===== config.mk =====
export PLATFORM = sky130hd
export DESIGN_NAME = ingress_tagger
export DESIGN_NICKNAME = d
export VERILOG_FILES = /design/src/rtl/ingress_tagger_pkg.sv /design/src/rtl/itg_parity.sv /design/src/rtl/itg_fill.sv /design/src/rtl/itg_burst.sv /design/src/rtl/ingress_tagger.sv
export SDC_FILE = /design/constraint.sdc
export NUM_CORES = 1
export LEC_CHECK = 0
export BUFFER_PORTS_ARGS = -buffer_cell sky130_fd_sc_hd__buf_4
export CAP_MARGIN = 10
export CORE_MARGIN = 3
export CORE_UTILIZATION = 60
export DETAILED_ROUTE_END_ITERATION = 16
export GPL_ROUTABILITY_DRIVEN = 0
export PLACE_DENSITY = 0.86
export SYNTH_ARGS = -nofsm -noshare
export SYNTH_HDL_FRONTEND = slang
export SYNTH_SLANG_ARGS = --single-unit
export TNS_END_PERCENT = 20

===== constraint.sdc =====
create_clock -name clk -period 4.6 [get_ports clk]
set_input_delay 0.92 -clock clk [delete_from_list [all_inputs] [get_ports clk]]
set_output_delay 0.92 -clock clk [all_outputs]
set_load 0.02 [all_outputs]

===== src/rtl/ingress_tagger_pkg.sv =====
package ingress_tagger_pkg;
  // width of the local port field; a single port still takes one bit
  function automatic int port_w(input int ports);
    return (ports > 1) ? $clog2(ports) : 1;
  endfunction

  // width of the interface index field; absent for one interface
  function automatic int idx_w(input int n_if);
    return (n_if > 1) ? $clog2(n_if) : 0;
  endfunction

  function automatic int tag_w(input int n_if, input int ports);
    return port_w(ports) + idx_w(n_if);
  endfunction
endpackage


===== src/rtl/itg_parity.sv =====
module itg_parity #(
  parameter int DATA_W = 8
) (
  input  logic              clk,
  input  logic              rst,
  input  logic              odd,
  input  logic              vld,
  input  logic [DATA_W-1:0] data,
  input  logic              par,
  input  logic              clr,
  output logic              err
);
  logic bad;

  always_comb bad = vld && ((^{data, par}) != odd);

  always_ff @(posedge clk) begin
    if (rst) err <= 1'b0;
    else     err <= bad | (err & ~clr);
  end
endmodule


===== src/rtl/itg_fill.sv =====
module itg_fill #(
  parameter int DEPTH = 16,
  parameter int FW    = $clog2(DEPTH + 1)
) (
  input  logic          clk,
  input  logic          rst,
  input  logic          hi_sel,
  input  logic          wr,
  input  logic          rd,
  output logic          accept,
  output logic [FW-1:0] fill,
  output logic          full
);
  localparam logic [FW-1:0] CAP    = FW'(DEPTH);
  localparam logic [FW-1:0] THR_HI = FW'((3 * DEPTH) / 4 + 1);

  logic          do_wr, do_rd;
  logic [FW-1:0] fill_d, thr;

  always_comb begin
    accept = (fill < CAP);
    do_wr  = wr && accept;
    do_rd  = rd && (fill != '0);
    fill_d = fill;
    if (do_wr && !do_rd)      fill_d = fill + 1'b1;
    else if (do_rd && !do_wr) fill_d = fill - 1'b1;
    thr = hi_sel ? THR_HI : CAP;
  end

  always_ff @(posedge clk) begin
    if (rst) begin
      fill <= '0;
      full <= 1'b0;
    end else begin
      fill <= fill_d;
      full <= (fill_d >= thr);
    end
  end
endmodule


===== src/rtl/itg_burst.sv =====
module itg_burst #(
  parameter int DATA_W    = 8,
  parameter int PW        = 2,
  parameter int IW        = 2,
  parameter int IDX       = 0,
  parameter int BURST_LEN = 32,
  parameter int TW        = PW + IW,
  parameter int CW        = $clog2(BURST_LEN + 1)
) (
  input  logic              clk,
  input  logic              rst,
  input  logic              vld,
  input  logic [DATA_W-1:0] data,
  input  logic [PW-1:0]     port,
  input  logic              eop,
  input  logic              accept,
  output logic              wr_en,
  output logic [DATA_W-1:0] wr_data,
  output logic [TW-1:0]     wr_tag,
  output logic              wr_last
);
  localparam logic [CW-1:0] LEN = CW'(BURST_LEN);

  logic          in_burst;
  logic [CW-1:0] cnt, cnt_nx;
  logic [TW-1:0] tag_q, tag_new, cur_tag;
  logic          last;

  generate
    if (IW > 0) begin : g_idx
      localparam logic [IW-1:0] IDX_V = IW'(IDX);
      assign tag_new = {IDX_V, port};
    end else begin : g_noidx
      assign tag_new = port;
    end
  endgenerate

  always_comb begin
    cnt_nx  = in_burst ? cnt + 1'b1 : CW'(1);
    last    = eop || (cnt_nx == LEN);
    cur_tag = in_burst ? tag_q : tag_new;
  end

  always_ff @(posedge clk) begin
    if (rst) begin
      in_burst <= 1'b0;
      cnt      <= '0;
      tag_q    <= '0;
      wr_en    <= 1'b0;
      wr_data  <= '0;
      wr_tag   <= '0;
      wr_last  <= 1'b0;
    end else begin
      wr_en   <= vld && accept;
      wr_last <= vld && accept && last;
      if (vld) begin
        wr_data  <= data;
        wr_tag   <= cur_tag;
        tag_q    <= cur_tag;
        cnt      <= last ? '0 : cnt_nx;
        in_burst <= !last;
      end
    end
  end
endmodule


===== src/rtl/ingress_tagger.sv =====
module ingress_tagger
  import ingress_tagger_pkg::*;
#(
  parameter int NUM_IF    = 4,
  parameter int PORTS     = 4,
  parameter int BURST_LEN = 32,
  parameter int DATA_W    = 8,
  parameter int BUF_DEPTH = 64
) (
  input  logic                                  clk,
  input  logic                                  rst,
  input  logic                                  par_odd,
  input  logic                                  full_sel,
  input  logic [NUM_IF-1:0]                     in_valid,
  input  logic [NUM_IF*DATA_W-1:0]              in_data,
  input  logic [NUM_IF-1:0]                     in_par,
  input  logic [NUM_IF*port_w(PORTS)-1:0]       in_port,
  input  logic [NUM_IF-1:0]                     in_eop,
  input  logic [NUM_IF-1:0]                     rd_en,
  input  logic [NUM_IF-1:0]                     err_clr,
  output logic [NUM_IF-1:0]                     wr_en,
  output logic [NUM_IF*DATA_W-1:0]              wr_data,
  output logic [NUM_IF*tag_w(NUM_IF,PORTS)-1:0] wr_tag,
  output logic [NUM_IF-1:0]                     wr_last,
  output logic [NUM_IF-1:0]                     buf_full,
  output logic [NUM_IF-1:0]                     par_err
);
  localparam int PW = port_w(PORTS);
  localparam int IW = idx_w(NUM_IF);
  localparam int TW = PW + IW;
  localparam int FW = $clog2(BUF_DEPTH + 1);

  logic [NUM_IF*FW-1:0] fill_lvl;
  logic [NUM_IF-1:0]    accept;

  generate
    for (genvar i = 0; i < NUM_IF; i++) begin : g_if
      itg_parity #(.DATA_W(DATA_W)) u_par (
        .clk  (clk),
        .rst  (rst),
        .odd  (par_odd),
        .vld  (in_valid[i]),
        .data (in_data[i*DATA_W +: DATA_W]),
        .par  (in_par[i]),
        .clr  (err_clr[i]),
        .err  (par_err[i])
      );

      itg_fill #(.DEPTH(BUF_DEPTH), .FW(FW)) u_fill (
        .clk    (clk),
        .rst    (rst),
        .hi_sel (full_sel),
        .wr     (in_valid[i]),
        .rd     (rd_en[i]),
        .accept (accept[i]),
        .fill   (fill_lvl[i*FW +: FW]),
        .full   (buf_full[i])
      );

      itg_burst #(
        .DATA_W(DATA_W), .PW(PW), .IW(IW), .IDX(i), .BURST_LEN(BURST_LEN)
      ) u_burst (
        .clk     (clk),
        .rst     (rst),
        .vld     (in_valid[i]),
        .data    (in_data[i*DATA_W +: DATA_W]),
        .port    (in_port[i*PW +: PW]),
        .eop     (in_eop[i]),
        .accept  (accept[i]),
        .wr_en   (wr_en[i]),
        .wr_data (wr_data[i*DATA_W +: DATA_W]),
        .wr_tag  (wr_tag[i*TW +: TW]),
        .wr_last (wr_last[i])
      );
    end
  endgenerate
endmodule


==> qor.yml, run 1 <==
cts:
  postCtsSetupBuffers: 0
  cts_resized: 0
  cts_sinks: 115
  postCtsHoldBufs: 0
  cts_made_buffers: 17
  htree_levels: 4
  clk_latency_ns: 0.51
  cts_root_buffer: "clkbuf_8"
  cts_tree: "done"
  cts_buffer_depth: 2
  path_clk_slew_ns: 0.06
logic_synthesis:
  avgSynthCellArea_um2: 8.81
  ys_seq_area_share_pct: 36.1
  synth_top_cell_area_share_pct: 36.1
  syn_area_um2: 6380
  synthFlopType: "dfxtp_1"
  synth_seq_cells: 115
  async_flop_share_pct: 0
  synth_top_cell_by_area: "dfxtp_1"
  synth-edff-count: 0
  yosys-top-cells-area: "dfxtp_1, mux2i_1, xnor2_1"
  postSynthCellCount: 725
  synth_cell_type_count: 65
  yosys_warnings: 0
route:
  dr.first_iter.drc_count: 434
  routed_wl_mm: 15.0
  dr.pass1.iters: 5
  wl_met3_um: 902
  maxUsedRoutingLayer: "met4"
  wl_per_cell_um: 15.4
  postRouteAntennaNets: 0
  num_vias: 5540
  wl_met1_mm: 6.13
  drc_errors: 0
  wl_met2_mm: 7.73
  vias_per_cell: 5.69
worst_setup_path:
  r2r_cells: 11
  crit_buf_inv: 1
  path_max_fanout: 5
  slowest_stage: "o41ai_1"
  worst_path_most_repeated_cell: "ha_1"
  cpLargestDelayFamily: "compound AO/OA/AOI/OAI gates"
  path_cells: "inv_1, ha_1, or4b_1, o211ai_1, o41ai_1, xor2_1, ha_1, a21o_1, a21oi_1, nor4bb_1, a31oi_1"
  cp.arrival_ns: 3.27
  cp-start-kind: "flop"
  endpoint_kind: "flop"
  reg2reg_from: "g_if[2].u_fill.fill[0]"
  r2r-end: "g_if[2].u_fill.full"
  r2r_slack_ns: 1.71
  slowest_delay_ns: 0.46
  crit_type: "flop to flop"
  cp.required_ns: 4.98
cells_and_area:
  fillCellCount: 721
  n_antenna_cell: 0
  final_area_um2: 7800
  nets: 921
  mostFrequentLayoutCells: "buf_4, dfxtp_1, nor2_1"
  syn_to_final_growth_pct: 22.1
  final_common_cell: "buf_4"
  multi_input_area_um2: 3750
  ff_latch_area_um2: 2300
  drive_above_1_share_pct: 19.4
timing:
  setup_viol: 0
  tightest_slew_ns: 0.774
  fin_skew_ns: 0.00533
  fin_tns_setup_ns: 0
  slew_viol_final: 0
  worst_slack_ns: 1.71
  fmax_ghz: 0.346
  layout_min_cycle_time_ns: 2.89
  finalCritPeriodShare_pct: 62.8
  slew_headroom_pct: 48.4
  whs_ns: 0.467
  final_hold_viol_count: 0
  rsz0062_at_grt: "false"
floorplan:
  start_util_pct: 61.8
  placeableCoreArea_um2: 10300
  num_rows: 37
  dieWidth_um: 109
  ioPinCount: 128
  die_height_um: 109
  die-area_um2: 11900
power_and_ir_drop:
  ir_drop_v: 0.000414
  power_density_nw_per_um2: 515
  p_leak_nw: 3.48
  p_total_mw: 4.02
status:
  status: "complete, no violations"
global_routing:
  grt_overflow_total: 0
  grt_max_degree: 75
  grt.total_usage_pct: 25.3
  grt_antenna_before_repair: 0
  first_global_vias: 5533
  grt_pass1_wl_mm: 24.3
hold_path:
  min_from: "g_if[0].u_par.err"
  min_path_cells: 2
  hold_path_end: "g_if[0].u_par.err"
  hold_path_class: "flop to flop"
run:
  maxCapViolCount: 0
placed_design:
  dpl-instance-area_um2: 7250
  post-place-ws_ns: 1.24
  dp_hpwl_mm: 10.8
  io_buffers: 123
==> kinds of logic after synthesis <==
family / after synthesis / synth area share, %
xor+xnor: 68 / 9.76
other cells: 1 / 0.0587
simple gates: 275 / 22.6
fa+ha+maj: 33 / 6.43
buf+inv: 70 / 5.39
flops: 115 / 36.1
mux: 50 / 7.86
compound gates: 113 / 11.9
==> synthesized netlist by cell type, types with 3 or more instances <==
library cell / n
nor3_1: 10
and3_1: 9
a22oi_1: 3
nand2_1: 33
nor3b_1: 3
ha_1: 32
and2_1: 4
xnor2_1: 46
clkbuf_1: 19
nand2b_1: 20
xor2_1: 20
buf_4: 21
inv_1: 23
or3_1: 5
nand3_1: 22
buf_1: 5
nor2_1: 97
dfxtp_1: 115
a31oi_1: 6
o211ai_1: 9
mux2i_1: 49
o31ai_1: 3
nand4_1: 7
nor4_1: 6
nand3b_1: 6
nor2b_1: 30
nand4b_1: 6
a21o_1: 7
o21a_1: 4
a21oi_1: 35
o2111ai_1: 6
o21ai_0: 16
and3b_1: 5
==> power breakdown <==
part / internal [mW] / switching (mW)
registers: 1.14 / 0.178
logic: 0.688 / 0.775
clock network: 0.777 / 0.454
total: 2.61 / 1.41
==> registers in the layout, indices dropped and copies added, names as in the netlist <==
name and cells:
g_if.u_burst.wr_data 32, g_if.u_fill.fill 28, g_if.u_burst.cnt 24, g_if.u_burst.tag_q 6
g_if.u_burst.wr_tag 5, g_if.u_burst.in_burst 4, g_if.u_burst.wr_en 4, g_if.u_burst.wr_last 4
g_if.u_fill.full 4, g_if.u_par.err 4
==> how the worst max path moves through the flow <==
stage | from | endpoint | slack, ns | cells past startpoint
final | g_if[2].u_fill.fill[0] | g_if[2].u_fill.full | 1.71 | 11
after global routing | g_if[2].u_fill.fill[0] | g_if[2].u_fill.full | 1.46 | 11
after CTS | g_if[2].u_fill.fill[0] | g_if[2].u_fill.full | 1.75 | 11
after detailed placement | in_valid[1] | g_if[1].u_fill.full | 1.24 | 10
after global placement | in_valid[1] | g_if[1].u_fill.full | 1.39 | 10
after floorplan | in_valid[2] | g_if[2].u_fill.full | 1.68 | 11
==> through the flow <==
| step | util (%) | std cells |
|---|---|---|
| final | 75.5 | 973 |
| after detailed placement | 70.2 | 942 |
| after global placement | 70.2 | 942 |
| after CTS | 75.5 | 973 |
| after floorplan | - | 728 |
| after global routing | 75.5 | 973 |
==> worst reg2reg max path: stages, from the launching register on <==
cell      delay [ns]
dfxtp_1         0.39
inv_1           0.09
ha_1            0.19
or4b_1          0.25
o211ai_1        0.11
o41ai_1         0.46
xor2_1          0.21
ha_1            0.27
a21o_1          0.18
a21oi_1         0.19
nor4bb_1        0.31
a31oi_1         0.11
==> metal layers <==
metal,up-vias,GRT usage (%)
met1,2633,28.9
met5,-,0
met4,0,9.20
li1,2708,-
met3,23,6.81
met2,176,45.0
==> cell type report <==
class,instances,share of cell area [%]
clock buffer,21,5.63
multi-input combinational,543,48.1
clock inverter,10,1.41
tap,136,2.18
inverter,23,1.11
timing repair buffer,125,12.0
sequential,115,29.5
Power figures use the tool's default switching activity.
==> inputs of run 2 (changes only) <==
Settings changed: ABC_AREA from default to 1, CORE_UTILIZATION 60 to 50, PLACE_DENSITY 0.86 to 0.76.
Clock period 4.6 ns to 2.6 ns, I/O delays scaled along.
==> qor.yml, run 2 <==
status:
  status: "complete, no violations"  # unchanged
logic_synthesis:
  synthSimpleGateAreaFrac_pct: 31.1  # was 22.6%
  synthFlopType: "dfxtp_1"  # unchanged
  yosys-top-cells-area: "dfxtp_1, nand2_1, nor2_1"  # was dfxtp_1, mux2i_1, xnor2_1
  synthXorXnorAreaFrac_pct: 7.16  # was 9.76%
  ys_top_cells_by_count: "nand2_1, nor2_1, dfxtp_1, inv_1, nand3_1"  # was dfxtp_1, nor2_1, mux2i_1, xnor2_1, a21oi_1
  syn_area_um2: 6470  # was 6380 um2
  synth_top_family_by_area: "simple AND/OR/NAND/NOR gates"  # unchanged
  async_flop_share_pct: 0  # unchanged
  synth_cell_type_count: 41  # was 65
  synth_top_cell_by_area: "dfxtp_1"  # unchanged
  ys_seq_area_share_pct: 35.6  # was 36.1%
  avgSynthCellArea_um2: 7.08  # was 8.81 um2
  synth_seq_cells: 115  # unchanged
  synth_top_cell_area_share_pct: 35.6  # was 36.1%
  postSynthCellCount: 913  # was 725
  yosys_warnings: 0  # unchanged
  synth_mux_area_share_pct: 0.155  # was 7.86%
  synthAdderAreaFrac_pct: 6.19  # was 6.43%
  synth-edff-count: 0  # unchanged
  synth_compound_area_share_pct: 9.52  # was 11.9%
  yosysMostFrequentCell: "nand2_1"  # was dfxtp_1
global_routing:
  busiest_layer: "met2"  # unchanged
  grt_pass1_wl_mm: 25.8  # was 24.3 mm
  met1_usage_pct: 26.8  # was 28.9%
  first_global_vias: 5688  # was 5533
  use_met3_pct: 7.92  # was 6.81%
  grt_overflow_total: 0  # unchanged
  grt_max_degree: 41  # was 75
  grt_antenna_before_repair: 0  # unchanged
  use_met2_pct: 35.9  # was 45.0%
  grt.total_usage_pct: 21.9  # was 25.3%
worst_setup_path:
  cp-start-kind: "flop"  # unchanged
  crit_buf_inv: 4  # was 1
  path_cells: "inv_1, ha_1, inv_1, nor2_1, nand3_2, nand2_2, nand2_2, inv_2, nand3_1, o31ai_1, xor2_1, inv_1, ha_1, a21o_1, a21oi_1, a21oi_1"  # was inv_1, ha_1, or4b_1, o211ai_1, o41ai_1, xor2_1, ha_1, a21o_1, a21oi_1, nor4bb_1, a31oi_1
  slowest_delay_ns: 0.33  # was 0.46 ns
  cp.required_ns: 2.89  # was 4.98 ns
  slowest_stage: "dfxtp_1"  # was o41ai_1
  worstSetupStartpoint: "g_if[3].u_fill.fill[1]"  # was g_if[2].u_fill.fill[0]
  endpoint_kind: "flop"  # unchanged
  crit_type: "flop to flop"  # unchanged
  path_max_fanout: 6  # was 5
  cp.arrival_ns: 2.68  # was 3.27 ns
  reg2reg_from: "g_if[3].u_fill.fill[1]"  # was g_if[2].u_fill.fill[0]
  cpLargestDelayFamily: "simple AND/OR/NAND/NOR gates"  # was compound AO/OA/AOI/OAI gates
  worst_path_most_repeated_cell: "inv_1"  # was ha_1
hold_path:
  min_from: "rst"  # was g_if[0].u_par.err
  hold_path_class: "input pin to flop"  # was flop to flop
route:
  num_vias: 6071  # was 5540
  routed_wl_mm: 15.4  # was 15.0 mm
  dr.pass1.iters: 5  # unchanged
  vias_per_cell: 5.05  # was 5.69
  postRouteAntennaNets: 0  # unchanged
  wl_per_cell_um: 12.9  # was 15.4 um
  drc_errors: 0  # unchanged
  dr.first_iter.drc_count: 327  # was 434
timing:
  fmax_ghz: 0.419  # was 0.346 GHz
  setup_viol: 0  # unchanged
  final_hold_viol_count: 0  # unchanged
  finalCritPeriodShare_pct: 91.8  # was 62.8%
  whs_ns: 0.312  # was 0.467 ns
  layout_min_cycle_time_ns: 2.39  # was 2.89 ns
  slew_viol_final: 0  # unchanged
  fin_skew_ns: 0.00513  # was 0.00533 ns
placed_design:
  dpl-instance-area_um2: 7400  # was 7250 um2
  dp.cells: 1170  # was 942
  io_buffers: 123  # unchanged
  dp_hpwl_mm: 11.2  # was 10.8 mm
cells_and_area:
  syn_to_final_growth_pct: 24.3  # was 22.1%
  largestRegisters: "g_if.u_burst.wr_data x32, g_if.u_fill.fill x28, g_if.u_burst.cnt x24"  # unchanged
  final_common_cell: "nand2_1"  # was buf_4
  top_register: "g_if.u_burst.wr_data"  # unchanged
  fillCellCount: 1105  # was 721
  mostFrequentLayoutCells: "nand2_1, nor2_1, buf_4"  # was buf_4, dfxtp_1, nor2_1
  final_area_um2: 8040  # was 7800 um2
  final_cells: 1202  # was 973
  n_antenna_cell: 0  # unchanged
  largest_register_ffs: 32  # unchanged
  drive_above_1_share_pct: 19.3  # was 19.4%
  nets: 1117  # was 921
floorplan:
  start_util_pct: 52.5  # was 61.8%
  placeableCoreArea_um2: 12300  # was 10300 um2
  ioPinCount: 128  # unchanged
  die_height_um: 120  # was 109 um
  dieWidth_um: 120  # was 109 um
  die-area_um2: 14300  # was 11900 um2
  num_rows: 40  # was 37
run:
  maxCapViolCount: 0  # unchanged
cts:
  cts_tree: "done"  # unchanged
  cts_buffer_depth: 2  # unchanged
  postCtsHoldBufs: 0  # unchanged
  clk_latency_ns: 0.42  # was 0.51 ns
  htree_levels: 4  # unchanged
  cts_root_buffer: "clkbuf_16"  # was clkbuf_8
  cts_made_buffers: 17  # unchanged
  path_clk_slew_ns: 0.05  # was 0.06 ns
  cts_sinks: 115  # unchanged
power_and_ir_drop:
  power_density_nw_per_um2: 933  # was 515 nW/um2
  p_leak_nw: 3.89  # was 3.48 nW
  ir_drop_v: 0.000565  # was 0.000414 V
-- run 2: cell count changes after synthesis, sizes merged, moves of 29 or more --
cell   change
nand2    +138
mux2i     -48
nor2b     -30
nand3     +43
o21ai     +29
inv       +77
nor2      +58
-- run 2: per-layer routing --
metal	wire length, um	share of wire [%]
met1	6970	45
met5	0	0
met4	282	1.8
met2	7210	47
met3	984	6.4
-- run 2: metrics by stage --
stage | util, % | setup TNS (ns) | total power [mW] | worst slack (ns)
final | 65.3 | 0 | 7.49 | 0.213
after global routing | 65.3 | -0.0261 | 8.05 | -0.0261
after CTS | 65.2 | 0 | 7.52 | 0.220
after detailed placement | 60.1 | 0 | 5.02 | 0.207
after global placement | 60.1 | 0 | 4.94 | 0.301
after floorplan | - | 0 | 4.43 | 0.436
-- run 2: repair_timing --
action | 4_1_cts | 5_1_grt
setup buffers | 0 | 0
gates resized for setup | 0 | 4
endpoints found under the setup margin | 0 | 3
-- run 2: area by class of cell --
| class | instances | area (um2) | area share (%) |
|---|---|---|---|
| clock buffer | 24 | 502 | 6.24 |
| timing repair buffer | 131 | 983 | 12.2 |
| multi-input combinational | 652 | 3520 | 43.9 |
| clock inverter | 8 | 123 | 1.53 |
| inverter | 104 | 390 | 4.86 |
| sequential | 115 | 2300 | 28.7 |
| tap | 168 | 210 | 2.62 |
-- run 2: worst register-to-register path, delay by kind of cell (launching register included) --
| family | cells | cell delay, ns |
|---|---|---|
| adders and majority gates | 2 | 0.44 |
| buffers and inverters | 4 | 0.33 |
| and+or+nand+nor | 5 | 0.48 |
| AOI/OAI and AO/OA | 4 | 0.43 |
| DFF | 1 | 0.33 |
| xor gates and xnor gates | 1 | 0.23 |
-- run 2: kinds of logic after synthesis --
logic type / Yosys count
simple gates: 450
buf+inv: 149
flops: 115
compound gates: 113
xor+xnor: 52
fa+ha+maj: 32
other cells: 1
mux: 1
-- run 2: path summary, 6_finish.rpt --
path                                 end  slack (ns)  cells after the start
setup / recovery     g_if[3].u_fill.full        0.21                     16
hold / removal     g_if[3].u_burst.wr_en        0.31                      2
setup reg to reg     g_if[3].u_fill.full        0.21                     16
hold reg to reg   g_if[0].u_burst.cnt[3]        0.46                      2
-- run 2: power by group --
| part | internal (mW) | switching, mW | total, mW |
|---|---|---|---|
| registers | 2.03 | 0.272 | 2.30 |
| logic | 1.10 | 1.65 | 2.74 |
| clock network | 1.63 | 0.817 | 2.45 |
| total | 4.76 | 2.74 | 7.49 |
